`src/rtl/bbu_pkg.sv`:
```
package bbu_pkg;

  typedef enum logic [1:0] {
    KIND_FETCH = 2'b00,
    KIND_READ  = 2'b01,
    KIND_WRITE = 2'b10,
    KIND_IDLE  = 2'b11
  } bus_kind_e;

  typedef enum logic [1:0] {
    COND_FETCH = 2'b00,
    COND_READ  = 2'b01,
    COND_WRITE = 2'b10,
    COND_RDWR  = 2'b11
  } cond_sel_e;

  localparam logic MASTER_CPU = 1'b0;

  // Control byte: flag[7] any_master[6] mask_code[5:3] cond[2:1] ien[0]
  typedef struct packed {
    logic      flag;
    logic      any_master;
    logic [2:0] mask_code;
    cond_sel_e cond;
    logic      ien;
  } ctrl_t;

  // Number of low address bits left out of the compare.
  function automatic logic [5:0] ignored_low_bits(input logic [2:0] code);
    if (code[2]) return {2'b00, code[1:0], 2'b00} + 6'd4;
    else         return {3'b000, code};
  endfunction

endpackage

```
`src/rtl/bbu_addr_cmp.sv`:
```
module bbu_addr_cmp
  import bbu_pkg::*;
#(
  parameter int ADDR_W = 24
) (
  input  logic [ADDR_W-1:0] brk_addr,
  input  logic [ADDR_W-1:0] bus_addr,
  input  logic [2:0]        mask_code,
  output logic              addr_hit
);

  logic [5:0]        ign_bits;
  logic [ADDR_W-1:0] care;

  assign ign_bits = ignored_low_bits(mask_code);

  for (genvar gi = 0; gi < ADDR_W; gi++) begin : g_care
    assign care[gi] = (gi >= int'(ign_bits));
  end

  assign addr_hit = (((brk_addr ^ bus_addr) & care) == '0);

endmodule

```
`src/rtl/bbu_cycle_qual.sv`:
```
module bbu_cycle_qual
  import bbu_pkg::*;
(
  input  logic      bus_valid,
  input  logic [1:0] bus_kind,
  input  logic      bus_master,
  input  cond_sel_e cond,
  input  logic      any_master,
  output logic      cyc_ok
);

  logic kind_ok;
  logic master_ok;

  always_comb begin
    unique case (cond)
      COND_FETCH: kind_ok = (bus_kind == KIND_FETCH);
      COND_READ:  kind_ok = (bus_kind == KIND_READ);
      COND_WRITE: kind_ok = (bus_kind == KIND_WRITE);
      default:    kind_ok = (bus_kind == KIND_READ) || (bus_kind == KIND_WRITE);
    endcase
  end

  assign master_ok = any_master || (bus_master == MASTER_CPU);
  assign cyc_ok    = bus_valid && kind_ok && master_ok;

endmodule

```
`src/rtl/bbu_channel.sv`:
```
module bbu_channel
  import bbu_pkg::*;
#(
  parameter  int ADDR_W = 24,
  localparam int NB     = (ADDR_W + 7) / 8
) (
  input  logic            clk,
  input  logic            rst_n,
  input  logic            ctrl_wr,
  input  logic            ctrl_rd,
  input  logic [NB-1:0]   byte_wr,
  input  logic [7:0]      wdata,
  input  logic            bus_valid,
  input  logic [ADDR_W-1:0] bus_addr,
  input  logic [1:0]      bus_kind,
  input  logic            bus_master,
  output logic [7:0]      ctrl_byte,
  output logic [NB*8-1:0] addr_bytes,
  output logic            hit,
  output logic            armed,
  output logic            irq
);

  ctrl_t      ctrl_q, ctrl_d;
  logic       armed_q, armed_d;
  logic [7:0] byte_q [NB];
  logic [ADDR_W-1:0] brk_addr;
  logic       addr_hit;
  logic       cyc_ok;

  // Break address bytes, each with its own write enable
  for (genvar gb = 0; gb < NB; gb++) begin : g_byte
    always_ff @(posedge clk or negedge rst_n) begin
      if (!rst_n) begin
        byte_q[gb] <= '0;
      end else if (byte_wr[gb]) begin
        byte_q[gb] <= wdata;
      end
    end
    assign addr_bytes[gb*8 +: 8] = byte_q[gb];
  end

  assign brk_addr = addr_bytes[ADDR_W-1:0];

  bbu_addr_cmp #(.ADDR_W(ADDR_W)) cmp_i (
    .brk_addr  (brk_addr),
    .bus_addr  (bus_addr),
    .mask_code (ctrl_q.mask_code),
    .addr_hit  (addr_hit)
  );

  bbu_cycle_qual qual_i (
    .bus_valid  (bus_valid),
    .bus_kind   (bus_kind),
    .bus_master (bus_master),
    .cond       (ctrl_q.cond),
    .any_master (ctrl_q.any_master),
    .cyc_ok     (cyc_ok)
  );

  assign hit = cyc_ok && addr_hit;

  // Next state: a write uses up the clear permission; a match beats a clear
  always_comb begin
    ctrl_d  = ctrl_q;
    armed_d = armed_q;
    if (ctrl_wr) begin
      ctrl_d.any_master = wdata[6];
      ctrl_d.mask_code  = wdata[5:3];
      ctrl_d.cond       = cond_sel_e'(wdata[2:1]);
      ctrl_d.ien        = wdata[0];
      if (!wdata[7] && armed_q) ctrl_d.flag = 1'b0;
      armed_d = 1'b0;
    end else if (ctrl_rd && ctrl_q.flag) begin
      armed_d = 1'b1;
    end
    if (hit) ctrl_d.flag = 1'b1;
  end

  always_ff @(posedge clk or negedge rst_n) begin
    if (!rst_n) begin
      ctrl_q  <= '0;
      armed_q <= 1'b0;
    end else begin
      ctrl_q  <= ctrl_d;
      armed_q <= armed_d;
    end
  end

  assign ctrl_byte = ctrl_q;
  assign armed     = armed_q;
  assign irq       = ctrl_q.flag && ctrl_q.ien;

endmodule

```
`src/rtl/bus_break_unit.sv`:
```
module bus_break_unit
  import bbu_pkg::*;
#(
  parameter int NUM_CH = 2,
  parameter int ADDR_W = 24,
  parameter int REG_AW = 4
) (
  input  logic              clk,
  input  logic              rst_n,
  input  logic [REG_AW-1:0] reg_addr,
  input  logic              reg_wr,
  input  logic              reg_rd,
  input  logic [7:0]        reg_wdata,
  output logic [7:0]        reg_rdata,
  input  logic              bus_valid,
  input  logic [ADDR_W-1:0] bus_addr,
  input  logic [1:0]        bus_kind,
  input  logic              bus_master,
  output logic [NUM_CH-1:0] irq
);

  localparam int NB         = (ADDR_W + 7) / 8;
  localparam int WIN_STRIDE = 1 << $clog2(NB);
  localparam int CTRL_BASE  = 0;
  localparam int WIN_BASE   = WIN_STRIDE * ((NUM_CH + WIN_STRIDE - 1) / WIN_STRIDE);

  // Reset: asserted asynchronously, released on the clock
  logic [1:0] rst_pipe_q;
  logic       rst_sync_n;

  always_ff @(posedge clk or negedge rst_n) begin
    if (!rst_n) rst_pipe_q <= '0;
    else        rst_pipe_q <= {rst_pipe_q[0], 1'b1};
  end
  assign rst_sync_n = rst_pipe_q[1];

  logic [NUM_CH-1:0]           ctrl_wr_v, ctrl_rd_v;
  logic [NUM_CH-1:0][NB-1:0]   byte_wr_v;
  logic [NUM_CH-1:0][7:0]      ctrl_byte_v;
  logic [NUM_CH-1:0][NB*8-1:0] addr_bytes_v;
  logic [NUM_CH-1:0]           hit_v, armed_v, flag_v, ien_v, clr_wr_v;

  // Address decode and read mux
  always_comb begin
    ctrl_wr_v = '0;
    ctrl_rd_v = '0;
    byte_wr_v = '0;
    reg_rdata = '0;
    for (int c = 0; c < NUM_CH; c++) begin
      if (reg_addr == REG_AW'(CTRL_BASE + c)) begin
        ctrl_wr_v[c] = reg_wr;
        ctrl_rd_v[c] = reg_rd;
        if (reg_rd) reg_rdata = ctrl_byte_v[c];
      end
      for (int k = 0; k < NB; k++) begin
        if (reg_addr == REG_AW'(WIN_BASE + WIN_STRIDE * c + k)) begin
          byte_wr_v[c][k] = reg_wr;
          if (reg_rd) reg_rdata = addr_bytes_v[c][k*8 +: 8];
        end
      end
    end
  end

  for (genvar gc = 0; gc < NUM_CH; gc++) begin : g_ch
    bbu_channel #(.ADDR_W(ADDR_W)) ch_i (
      .clk        (clk),
      .rst_n      (rst_sync_n),
      .ctrl_wr    (ctrl_wr_v[gc]),
      .ctrl_rd    (ctrl_rd_v[gc]),
      .byte_wr    (byte_wr_v[gc]),
      .wdata      (reg_wdata),
      .bus_valid  (bus_valid),
      .bus_addr   (bus_addr),
      .bus_kind   (bus_kind),
      .bus_master (bus_master),
      .ctrl_byte  (ctrl_byte_v[gc]),
      .addr_bytes (addr_bytes_v[gc]),
      .hit        (hit_v[gc]),
      .armed      (armed_v[gc]),
      .irq        (irq[gc])
    );
    assign flag_v[gc]   = ctrl_byte_v[gc][7];
    assign ien_v[gc]    = ctrl_byte_v[gc][0];
    assign clr_wr_v[gc] = ctrl_wr_v[gc] && !reg_wdata[7];
  end

endmodule

```
`config.mk`:
```
export PLATFORM = sky130hd
export DESIGN_NAME = bus_break_unit
export DESIGN_NICKNAME = d
export VERILOG_FILES = /design/src/rtl/bbu_pkg.sv /design/src/rtl/bbu_addr_cmp.sv /design/src/rtl/bbu_cycle_qual.sv /design/src/rtl/bbu_channel.sv /design/src/rtl/bus_break_unit.sv
export SDC_FILE = /design/constraint.sdc
export NUM_CORES = 1
export LEC_CHECK = 0
export BUFFER_PORTS_ARGS = -buffer_cell sky130_fd_sc_hd__buf_4
export CAP_MARGIN = 0
export CORE_ASPECT_RATIO = 0.75
export CORE_UTILIZATION = 25
export DETAILED_ROUTE_END_ITERATION = 8
export PLACE_DENSITY = 0.51
export SYNTH_ARGS = -nofsm -noshare
export SYNTH_HDL_FRONTEND = slang
export SYNTH_SLANG_ARGS = --single-unit
export TNS_END_PERCENT = 30
```
`constraint.sdc`:
```
create_clock -name clk -period 1.9 [get_ports clk]
set_input_delay 0.095 -clock clk [delete_from_list [all_inputs] [get_ports clk]]
set_output_delay 0.095 -clock clk [all_outputs]
set_load 0.01 [all_outputs]
```
==> reports/results.tsv <==
stage	metric	value	unit
worst_setup_path	timing.rr.start	g_ch[1].ch_i.ctrl_byte[4]$_DFFE_PN0P_	
detailed_routing	drcViolationCount	0	
detailed_routing	top_layer_used	met4	
pwr	powerDensity	1000	nW/um^2
floorplanning	row_count	40	
worst_setup_path	crit_path_start	g_ch[0].ch_i.ctrl_byte[6]$_DFFE_PN0P_	
yosys	synth_edf_count	0	
clock_tree	cts_tree	done	
placed_design	gp_routability_congestion	0.852	
grt	grt_overflow	0	
yosys	ys_types	53	
detailed_routing	wl_met1	6.37	mm
floorplanning	die_area	16900	sq um
worst_setup_path	setup.worst_path.class	flip-flop to output port	
yosys	synth_area_leader_cell	dfrtp_1	
worst_setup_path	cp.arrival	1760	ps
sta	max_freq	538	MHz
clock_tree	htreeDepth	3	
finish	fin_util	0.322	
yosys	synthCells	381	
finish	diodes	0	
worst_setup_path	critPathRequiredTime	1800	ps
worst_setup_path	endpoint_kind	output port	
finish	drive_gt1_frac	0.324	
clock_tree	cts_sinks	68	
detailed_routing	first_pass_iters	4	
detailed_routing	routed_wl	13.1	mm
finish	layout_commonest_cell	dfrtp_1	
floorplanning	initial_core_util	0.256	
pwr	p_leak	2.12	nW
worst_setup_path	r2r_cells	6	
worst_setup_path	crit_path_end	reg_rdata[6]	
finish	n_fill_cell	1648	
hold_path	hp-class	input port to asynchronous set/reset pin	
worst_setup_path	cp-start-kind	flip-flop	
grt	antenna_found_initial	0	
sta	final-hold-violation-count	0	
grt	grtUsageTotal	0.165	
yosys	synth_fp_nets	430	
grt	grt_max_degree	67	
grt	grt_pass1_vias	3441	
yosys	yosys-top-cells-area	dfrtp_1, mux2_2, xnor2_1	
worst_setup_path	ff2ff_setup_slack	100	ps
yosys	synth_ff_type	dfrtp_1	
clock_tree	clkLatencyLatePin	340	ps
finish	multi_input_area	2330	sq um
detailed_routing	route.vias.total	3295	
worst_setup_path	crit_fanout	3	
sta	period_needed	1860	ps
yosys	synth_seq_cells	68	
clock_tree	clock_path_buffers	2	
detailed_routing	routed_via_density	5.01	
sta	period_share	0.978	
run_status	status	finished clean	
detailed_routing	post_drt_wl_per_cell	19.9	um
clock_tree	clk_pin_slew	60	ps
detailed_routing	wl_met3	636	um
grt	grt_pass1_wl	20.5	mm
yosys	syn_area	4110	sq um
finish	regArea	1700	sq um
detailed_routing	dr_wl_met2	5.91	mm
finish	area_growth_syn_to_layout	25.5	%
detailed_routing	drt-initial-drc-count	167	
flow_run	cap_violations	0	
sta	final_max_slew_viol_count	0	
floorplanning	die_w	150	um
pwr	vdd_drop_max	0.451	mV
sta	slew_headroom	0.657	
finish	nets	492	
finish	most-common-layout-cells	dfrtp_1, buf_4, mux2_2, xnor2_1, xor2_1	
floorplanning	core-area	16000	sq um
worst_setup_path	r2r_end	g_ch[1].ch_i.ctrl_byte[7]$_DFFE_PN0P_	
floorplanning	ioPinCount	54	
floorplanning	fp.dieH	113	um
yosys	yosysSeqAreaShare	0.415	
sta	skew	5.49	ps
sta	tns	0	ps
yosys	synthArstFlopShare	1.00	
detailed_routing	ant_nets	0	
clock_tree	root_buffer	clkbuf_16	
yosys	synth_top_area_frac	0.415	
placed_design	io_buffer_count	53	
clock_tree	numCtsBuffers	9	
yosys	ys_warn_count	0	
placed_design	dp_hpwl	10.1	mm
yosys	syn_area_per_cell	10.8	sq um
sta	worst_pin_slew	514	ps
sta	setup_viol	0	
worst min-delay path by stage:
stage	startpoint	to	slack, ps	depth (start not counted)
after floorplan	rst_n	rst_pipe_q[0]$_DFF_PN0_	-200	0
after global placement	rst_n	rst_pipe_q[0]$_DFF_PN0_	-120	1
after detailed placement	rst_n	rst_pipe_q[0]$_DFF_PN0_	-120	1
after CTS	rst_n	rst_pipe_q[1]$_DFF_PN0_	50	2
after global routing	rst_n	rst_pipe_q[1]$_DFF_PN0_	70	2
final	rst_n	rst_pipe_q[0]$_DFF_PN0_	70	2
registers in the layout, summed over array words and instances, names as in the netlist:
signal / cells
g_ch.ch_i.ctrl_byte: 16
rst_pipe_q: 2
g_ch.ch_i.armed: 2
g_ch.ch_i.addr_bytes: 48
metrics by stage:
step	worst slack [ps]	hold slack [ps]	cells	cell area, sq um	total power (W)
global route	-31.8	74.3	658	5150	0.00542
global placement	195	-122	639	4790	0.00337
detailed placement	140	-122	639	4790	0.00339
finish	40.9	69.4	658	5150	0.00515
CTS	12.9	51.5	656	5100	0.00516
floorplan	240	-201	381	4110	0.00290
critical path, stage by stage, from the launching register on:
cell	delay (ps)
dfrtp_1	410
nor2b_4	160
o22ai_1	80
nor3_1	220
o221ai_1	150
a22oi_1	240
buf_4	170
what timing repair did:
action | CTS | global route
hold endpoints to repair | 2 | 0
resized for setup | 0 | 7
endpoints found under the setup margin | 0 | 4
buffers inserted | 0 | 2
hold buffers | 1 | 0
cell usage after synthesis (5+ instances only):
cell / number
o22ai_1: 17
nor2_1: 8
o21ai_0: 13
nand2_1: 16
o211ai_1: 9
mux2_2: 46
nor2b_1: 5
a21oi_1: 19
ha_1: 5
dfrtp_1: 68
mux2_1: 13
o32ai_1: 6
nand2b_1: 11
xor2_1: 23
buf_2: 6
nor3_1: 5
clkbuf_1: 6
nor4_1: 5
xnor2_1: 25
a22oi_1: 9
inv_1: 7
routing by layer:
| layer | global-route usage | vias up |
|---|---|---|
| li1 | - | 1525 |
| met1 | 0.238 | 1646 |
| met2 | 0.244 | 106 |
| met3 | 0.0375 | 18 |
| met4 | 0.0498 | 0 |
| met5 | 0 | - |
cells by family after synthesis:
logic type,synth area share
xor gates and xnor gates,0.102
and+or+nand+nor,0.112
adders and majority gates,0.0177
other,0.000913
AOI/OAI and AO/OA,0.154
buffers and inverters,0.0256
muxes,0.173
DFF,0.415
area by class of cell:
class,instances,area share
tap,210,0.0510
timing repair buffer,67,0.101
multi-input combinational,289,0.452
sequential,68,0.331
clock buffer,15,0.0539
clock inverter,1,0.00583
inverter,8,0.00583
report_power, final:
part           switching, W  internal [W]  total (W)
Combinational      0.000613      0.000684    0.00130
Clock              0.000615       0.00113    0.00174
Sequential         0.000350       0.00176    0.00211
Total               0.00158       0.00357    0.00515
No activity file was read; power rests on OpenSTA's default activity.
